### src/rtl/pgwr_pkg.sv
package pgwr_pkg;
  typedef enum logic [1:0] {
    ST_IDLE = 2'd0,
    ST_LOAD = 2'd1,
    ST_PROG = 2'd2
  } pgwr_state_e;
endpackage

### src/rtl/pgwr_latch.sv
module pgwr_latch #(
  parameter int DATA_W = 8,
  parameter int PAGE_W = 4
) (
  input  logic                           clk,
  input  logic                           rst_n,
  input  logic                           clear,
  input  logic                           load_en,
  input  logic [PAGE_W-1:0]              load_idx,
  input  logic [DATA_W-1:0]              load_data,
  output logic [(1<<PAGE_W)-1:0][DATA_W-1:0] ent_data,
  output logic [(1<<PAGE_W)-1:0]         ent_valid
);
  localparam int PAGE = 1 << PAGE_W;

  for (genvar g = 0; g < PAGE; g++) begin : g_ent
    logic hit;
    assign hit = load_en && (load_idx == PAGE_W'(g));

    always_ff @(posedge clk or negedge rst_n) begin
      if (!rst_n) begin
        ent_valid[g] <= 1'b0;
      end else if (clear) begin
        ent_valid[g] <= 1'b0;
      end else if (hit) begin
        ent_valid[g] <= 1'b1;
      end
    end

    always_ff @(posedge clk or negedge rst_n) begin
      if (!rst_n) begin
        ent_data[g] <= '0;
      end else if (hit) begin
        ent_data[g] <= load_data;
      end
    end
  end
endmodule

### src/rtl/pgwr_timer.sv
module pgwr_timer #(
  parameter int WR_CYCLES = 1000,
  parameter int CNT_W     = $clog2(WR_CYCLES + 1)
) (
  input  logic             clk,
  input  logic             rst_n,
  input  logic             start,
  input  logic             run,
  output logic [CNT_W-1:0] cnt,
  output logic             done
);
  localparam logic [CNT_W-1:0] LAST = CNT_W'(WR_CYCLES - 1);

  logic [CNT_W-1:0] cnt_d;
  logic             cnt_en;

  assign done = run && (cnt == LAST);

  always_comb begin
    cnt_en = 1'b0;
    cnt_d  = cnt;
    if (start) begin
      cnt_en = 1'b1;
      cnt_d  = '0;
    end else if (run && !done) begin
      cnt_en = 1'b1;
      cnt_d  = cnt + 1'b1;
    end
  end

  always_ff @(posedge clk or negedge rst_n) begin
    if (!rst_n) begin
      cnt <= '0;
    end else if (cnt_en) begin
      cnt <= cnt_d;
    end
  end
endmodule

### src/rtl/pgwr_array.sv
module pgwr_array #(
  parameter int ADDR_W = 8,
  parameter int DATA_W = 8
) (
  input  logic              clk,
  input  logic              rst_n,
  input  logic              wr_en,
  input  logic [ADDR_W-1:0] wr_addr,
  input  logic [DATA_W-1:0] wr_data,
  input  logic              rd_en,
  input  logic [ADDR_W-1:0] rd_addr,
  output logic [DATA_W-1:0] rd_data
);
  localparam int DEPTH = 1 << ADDR_W;

  logic [DATA_W-1:0] cells [DEPTH];

  always_ff @(posedge clk or negedge rst_n) begin
    if (!rst_n) begin
      for (int i = 0; i < DEPTH; i++) cells[i] <= '1;
    end else if (wr_en) begin
      cells[wr_addr] <= wr_data;
    end
  end

  always_ff @(posedge clk or negedge rst_n) begin
    if (!rst_n) begin
      rd_data <= '1;
    end else if (rd_en) begin
      rd_data <= cells[rd_addr];
    end
  end
endmodule

### src/rtl/pgwr_commit.sv
module pgwr_commit #(
  parameter int ADDR_W    = 8,
  parameter int DATA_W    = 8,
  parameter int PAGE_W    = 4,
  parameter int WR_CYCLES = 1000
) (
  input  logic              clk,
  input  logic              rst_n,
  input  logic              wr_start,
  input  logic [ADDR_W-1:0] wr_addr,
  input  logic              byte_vld,
  input  logic [DATA_W-1:0] byte_data,
  input  logic              cs_rise,
  input  logic              bit_aligned,
  input  logic              wr_allow,
  output logic [ADDR_W-1:0] prot_qaddr,
  input  logic              prot_block,
  input  logic              rd_req,
  input  logic [ADDR_W-1:0] rd_addr,
  output logic [DATA_W-1:0] rd_data,
  output logic              rd_ack,
  output logic              wip,
  output logic              wel_clr
);
  import pgwr_pkg::*;

  localparam int PAGE  = 1 << PAGE_W;
  localparam int ROW_W = ADDR_W - PAGE_W;
  localparam int CNT_W = $clog2(WR_CYCLES + 1);
  localparam logic [CNT_W-1:0] PAGE_CNT = CNT_W'(PAGE);

  pgwr_state_e       state_q, state_d;
  logic [ROW_W-1:0]  row_q, row_d;
  logic [PAGE_W-1:0] ptr_q, ptr_d;
  logic              got_q, got_d;
  logic              ctl_en;
  logic              latch_clr, latch_ld, tmr_start, tmr_done;
  logic              wel_clr_d;
  logic [CNT_W-1:0]  tmr_cnt;
  logic [PAGE_W-1:0] cm_idx;
  logic              cm_window;
  logic              arr_we, arr_re;
  logic              rd_ack_d;
  logic [PAGE-1:0][DATA_W-1:0] lat_data;
  logic [PAGE-1:0]   lat_valid;

  // next-state
  always_comb begin
    state_d   = state_q;
    row_d     = row_q;
    ptr_d     = ptr_q;
    got_d     = got_q;
    latch_clr = 1'b0;
    latch_ld  = 1'b0;
    tmr_start = 1'b0;
    wel_clr_d = 1'b0;
    unique case (state_q)
      ST_IDLE: begin
        if (wr_start) begin
          row_d     = wr_addr[ADDR_W-1:PAGE_W];
          ptr_d     = wr_addr[PAGE_W-1:0];
          got_d     = 1'b0;
          latch_clr = 1'b1;
          state_d   = ST_LOAD;
        end
      end
      ST_LOAD: begin
        if (cs_rise) begin
          if (got_q && bit_aligned && wr_allow) begin
            tmr_start = 1'b1;
            state_d   = ST_PROG;
          end else begin
            state_d   = ST_IDLE;
          end
        end else if (byte_vld) begin
          latch_ld = 1'b1;
          ptr_d    = ptr_q + 1'b1;
          got_d    = 1'b1;
        end
      end
      ST_PROG: begin
        if (tmr_done) begin
          wel_clr_d = 1'b1;
          state_d   = ST_IDLE;
        end
      end
      default: state_d = ST_IDLE;
    endcase
  end

  assign ctl_en = (state_q != state_d) || latch_ld || latch_clr;

  // registers
  always_ff @(posedge clk or negedge rst_n) begin
    if (!rst_n) begin
      state_q <= ST_IDLE;
      row_q   <= '0;
      ptr_q   <= '0;
      got_q   <= 1'b0;
    end else if (ctl_en) begin
      state_q <= state_d;
      row_q   <= row_d;
      ptr_q   <= ptr_d;
      got_q   <= got_d;
    end
  end

  always_ff @(posedge clk or negedge rst_n) begin
    if (!rst_n) begin
      wel_clr <= 1'b0;
      rd_ack  <= 1'b0;
    end else begin
      wel_clr <= wel_clr_d;
      rd_ack  <= rd_ack_d;
    end
  end

  assign wip = (state_q == ST_PROG);

  pgwr_latch #(.DATA_W(DATA_W), .PAGE_W(PAGE_W)) u_latch (
    .clk       (clk),
    .rst_n     (rst_n),
    .clear     (latch_clr),
    .load_en   (latch_ld),
    .load_idx  (ptr_q),
    .load_data (byte_data),
    .ent_data  (lat_data),
    .ent_valid (lat_valid)
  );

  pgwr_timer #(.WR_CYCLES(WR_CYCLES), .CNT_W(CNT_W)) u_timer (
    .clk   (clk),
    .rst_n (rst_n),
    .start (tmr_start),
    .run   (wip),
    .cnt   (tmr_cnt),
    .done  (tmr_done)
  );

  // commit walk: one page position per clock during the first PAGE clocks
  assign cm_idx     = tmr_cnt[PAGE_W-1:0];
  assign cm_window  = wip && (tmr_cnt < PAGE_CNT);
  assign prot_qaddr = {row_q, cm_idx};
  assign arr_we     = cm_window && lat_valid[cm_idx] && !prot_block;
  assign arr_re     = rd_req && !wip;
  assign rd_ack_d   = arr_re;

  pgwr_array #(.ADDR_W(ADDR_W), .DATA_W(DATA_W)) u_array (
    .clk     (clk),
    .rst_n   (rst_n),
    .wr_en   (arr_we),
    .wr_addr (prot_qaddr),
    .wr_data (lat_data[cm_idx]),
    .rd_en   (arr_re),
    .rd_addr (rd_addr),
    .rd_data (rd_data)
  );

  // in-page index wraps to the page start
  p_wrap_r3: assert property (@(posedge clk) disable iff (!rst_n)
    (state_q == ST_LOAD && !cs_rise && byte_vld && ptr_q == PAGE_W'(PAGE-1)) |=> (ptr_q == '0))
    else $error("p_wrap_r3");

  // unaligned close never starts a cycle
  p_abort_unaligned_r5: assert property (@(posedge clk) disable iff (!rst_n)
    (state_q == ST_LOAD && cs_rise && !bit_aligned) |=> !wip)
    else $error("p_abort_unaligned_r5");

  // close without a whole byte never starts a cycle
  p_abort_empty_r6: assert property (@(posedge clk) disable iff (!rst_n)
    (state_q == ST_LOAD && cs_rise && !got_q) |=> (state_q == ST_IDLE))
    else $error("p_abort_empty_r6");

  // a running cycle is not cut short
  p_hold_busy_r11: assert property (@(posedge clk) disable iff (!rst_n)
    (wip && !tmr_done) |=> wip)
    else $error("p_hold_busy_r11");

  // no read acknowledge while busy
  p_rd_blocked_r10: assert property (@(posedge clk) disable iff (!rst_n)
    wip |=> !rd_ack)
    else $error("p_rd_blocked_r10");

  // latch-clear pulse follows the end of the cycle
  p_wel_clr_r9: assert property (@(posedge clk) disable iff (!rst_n)
    wel_clr |-> (!wip && $past(wip)))
    else $error("p_wel_clr_r9");
endmodule

### config.mk
export PLATFORM = sky130hd
export DESIGN_NAME = pgwr_commit
export DESIGN_NICKNAME = d
export VERILOG_FILES = /design/src/rtl/pgwr_pkg.sv /design/src/rtl/pgwr_latch.sv /design/src/rtl/pgwr_timer.sv /design/src/rtl/pgwr_array.sv /design/src/rtl/pgwr_commit.sv
export SDC_FILE = /design/constraint.sdc
export NUM_CORES = 2
export LEC_CHECK = 0
export BUFFER_PORTS_ARGS = -buffer_cell sky130_fd_sc_hd__buf_2
export CORE_UTILIZATION = 42
export DETAILED_ROUTE_END_ITERATION = 7
export PLACE_DENSITY_LB_ADDON = 0.3
export SYNTH_ARGS = -nofsm -noshare
export SYNTH_HDL_FRONTEND = slang
export SYNTH_SLANG_ARGS = --single-unit
### constraint.sdc
create_clock -name clk -period 2.7 [get_ports clk]
set_input_delay 0.54 -clock clk [delete_from_list [all_inputs] [get_ports clk]]
set_output_delay 0.54 -clock clk [all_outputs]
set_load 0.005 [all_outputs]
==> results.yml <==
global_route:
  grtUsageTotal: 0.247
  grt_pass1_vias: 72223
  grt_max_degree: 128
  antenna_found_initial: 8
  grt_pass1_wl_um: 460000
  grt_overflow: 0
drt:
  drt_pass1_iterations: 6
  first_iter_violations: 6422
  num_vias: 72946
  wl_um: 305000
  ant_nets: 0
  drcViolationCount: 0
  vias_per_cell: 5.69
  wl_per_cell_um: 23.8
hold_path:
  hp-class: "in2reg"
  min_from: "wr_start"
  min_to: "ptr_q[2]$_DFFE_PN0P_"
  whs_path_depth: 3
sta:
  period_needed_ns: 2.93
  finClkSkew_ns: 0.0614
  fmax_mhz: 341
  finalCritPeriodShare: 1.08
  finalHoldViolations: 0
  setup_slack_ns: -0.229
  tightest_slew_ns: 0.941
  rsz0062_at_grt: "yes"
  whs_ns: 0.0645
  drv_slew: 0
  relSlewSlack: 0.365
  setup_viol: 1198
worst_setup_path:
  critPathKind: "in2reg"
  start_kind: "input port"
  cp_common_cell: "buf_4"
  crit_chain: "buf_8, buf_4, buf_4, mux4_2, a2111oi_0, a22oi_1, nand2_1, nor4_1, a211o_1"
  r2r-start: "u_timer.cnt[0]$_DFFE_PN0P_"
  path_buf_inv: 3
  crit_fanout: 15
  critPathArrivalTime_ns: 3.76
  r2r_end: "u_array.cells[543]$_DFFE_PN1P_"
  ff2ff_setup_slack_ns: -0.15
  slowest_delay_ns: 0.83
  required_ns: 3.53
  cp_top_family: "compound AO/OA/AOI/OAI gates"
  r2r_cells: 10
  cp_slowest_cell: "a2111oi_0"
  crit_path_end_kind: "register"
run:
  max_cap_violations: 0
final_layout:
  ff_latch_area_um2: 58200
  final_cell_mix: "2,177 x nand2_1, 2,056 x dfstp_2, 1,873 x o21ai_0, 492 x buf_4, 394 x mux4_2"
  synthToLayoutAreaGrowth_pct: 20.5
  fin_cells: 12829
  multi_input_area_um2: 41100
  fin_util: 0.511
  fillers: 20670
  fin_nets: 9497
  final_common_cell: "nand2_1"
  drive_gt1_frac: 0.439
synth:
  synth_ff_type: "dfstp_2"
  yosysSeqAreaShare: 0.575
  synth.avg_cell_area_um2: 11.2
  synth_seq_cells: 2223
  synth_area_um2: 101000
  yosysWarnings: 0
  synth_edf_count: 0
  synthArstFlopShare: 1.00
  syn-num-nets: 9114
  synth_cells: 9073
  synth.distinct_cells: 65
pwr:
  internal_power_uw: 62600
  seqPwrFrac: 0.377
  p_clk_frac: 0.367
  p_comb_frac: 0.256
  p_per_area_nw_per_um2: 764
  vdd_drop_max_mv: 0.793
  swShare: 0.328
  switchingPower_uw: 30600
  p_leak_uw: 0.0457
clock_network:
  cts_buffers: 231
  clock_latency_ns: 0.90
  h-tree-depth: 4
  clock-sinks: 2223
  cts_root_buf: "clkbuf_16"
  cts_buffer_depth: 3
  cts_tree: "done"
  cts.clk_slew.worst_paths_ns: 0.06
die:
  coreArea_um2: 239000
  dieWidth_um: 493
  io_pins: 52
  fp.dieH_um: 493
  design.die.area_um2: 243000
  rows: 179
  start_util: 0.424
placement:
  dpl_worst_slack_ns: -1.33
  hpwl_um: 202000
  portBuffers: 51
  dp_cells: 12275
  globalplace.congestion: 0.912
outcome:
  violations: "negative setup slack"
  outcome: "finished, violations left"
how the worst max path moves through the flow:
| stage | from | to | slack, ns | cells past startpoint |
|---|---|---|---|---|
| floorplan | u_timer.cnt[0]$_DFFE_PN0P_ | u_array.cells[1708]$_DFFE_PN1P_ | 0.04 | 11 |
| global placement | rd_addr[0] | u_array.rd_data[4]$_DFFE_PN1P_ | -1.31 | 9 |
| detailed placement | rd_addr[0] | u_array.rd_data[4]$_DFFE_PN1P_ | -1.33 | 9 |
| CTS | u_timer.cnt[0]$_DFFE_PN0P_ | u_array.cells[1426]$_DFFE_PN1P_ | -0.15 | 8 |
| global route | u_timer.cnt[0]$_DFFE_PN0P_ | u_array.cells[531]$_DFFE_PN1P_ | -0.23 | 9 |
| finish | rd_addr[0] | u_array.rd_data[0]$_DFFE_PN1P_ | -0.23 | 9 |
power by group through the flow:
stage / logic (µW) / clock network [µW] / registers [µW]
floorplan: 9490 / 0 / 35300
CTS: 22700 / 34800 / 35100
finish: 23800 / 34200 / 35100
global placement: 21900 / 0 / 35500
global route: 24900 / 36100 / 35200
detailed placement: 22200 / 0 / 35600
state kept, by name, indices dropped and copies added (netlist names):
register / flops
u_array.cells: 2048
u_latch.ent_data: 128
u_latch.ent_valid: 16
u_timer.cnt: 10
u_array.rd_data: 8
ptr_q: 4
row_q: 4
state_q: 2
got_q: 1
rd_ack: 1
wel_clr: 1
metrics by stage:
stage	TNS, ns	area, µm²	power (µW)
after floorplan	0	101000	44800
after global placement	-323.19	111000	57400
after detailed placement	-428.80	111000	57800
after CTS	-41.33	120000	92600
after global routing	-217.44	122000	96200
final	-57.35	122000	93200
logic make-up (layout without fill, tap and decap cells):
logic type | after synthesis | count (layout) | share of synthesized area
AOI/OAI and AO/OA | 2541 | 2541 | 0.135
xor gates and xnor gates | 9 | 9 | 0.000778
adders and majority gates | 8 | 8 | 0.000988
buffers and inverters | 797 | 1338 | 0.0409
DFF | 2223 | 2223 | 0.575
muxes | 866 | 866 | 0.136
other | 0 | 2 | 0
and+or+nand+nor | 2629 | 2675 | 0.112
synthesized netlist by cell type, types with 53 or more instances:
library cell / number / area share
nand2_4: 119 / 0.013
clkbuf_1: 332 / 0.012
dfrtp_1: 167 / 0.041
mux4_2: 394 / 0.088
mux2_2: 143 / 0.016
mux2i_1: 329 / 0.033
buf_4: 175 / 0.013
a21oi_1: 76 / 0.0038
dfstp_2: 2056 / 0.53
o221ai_1: 53 / 0.0046
o21ai_0: 2039 / 0.10
buf_2: 191 / 0.0094
o22ai_1: 120 / 0.0074
nand2_1: 2253 / 0.083
a22oi_1: 88 / 0.0065
a211oi_1: 53 / 0.0039
layout make-up:
type	instances	share of cell area
Sequential cell	2223	0.477
Multi-Input combinational cell	6099	0.336
Timing Repair Buffer	873	0.0851
Clock buffer	338	0.0565
Tap cell	3167	0.0325
Clock inverter	99	0.0117
Inverter	28	0.000871
Antenna cell	2	0.0000410
worst reg2reg max path, cell delays in order (launching register included):
cell and delay (ns):
dfrtp_2 0.48, mux4_2 0.53, mux4_2 0.60, nand4b_4 0.22, buf_6 0.15, nor2_4 0.08
buf_12 0.19, buf_16 0.20, nand2_4 0.15, nand2_1 0.07, o21ai_0 0.08
per-layer routing:
| layer | GRT usage | up-vias | share of wire |
|---|---|---|---|
| li1 | - | 32658 | - |
| met1 | 0.344 | 37284 | 0.43 |
| met2 | 0.390 | 2462 | 0.47 |
| met3 | 0.0370 | 536 | 0.065 |
| met4 | 0.0952 | 6 | 0.038 |
| met5 | 0 | - | 0.00012 |
timing repair:
action | CTS | global route
setup buffers | 34 | 7
hold buffers | 12 | 0
cloned | 26 | 37
resized for setup | 183 | 309
endpoints found under the hold margin | 31 | 0
setup endpoints to repair | 1862 | 1852
pin swaps | 33 | 52
No activity file was read; power rests on OpenSTA's default activity.
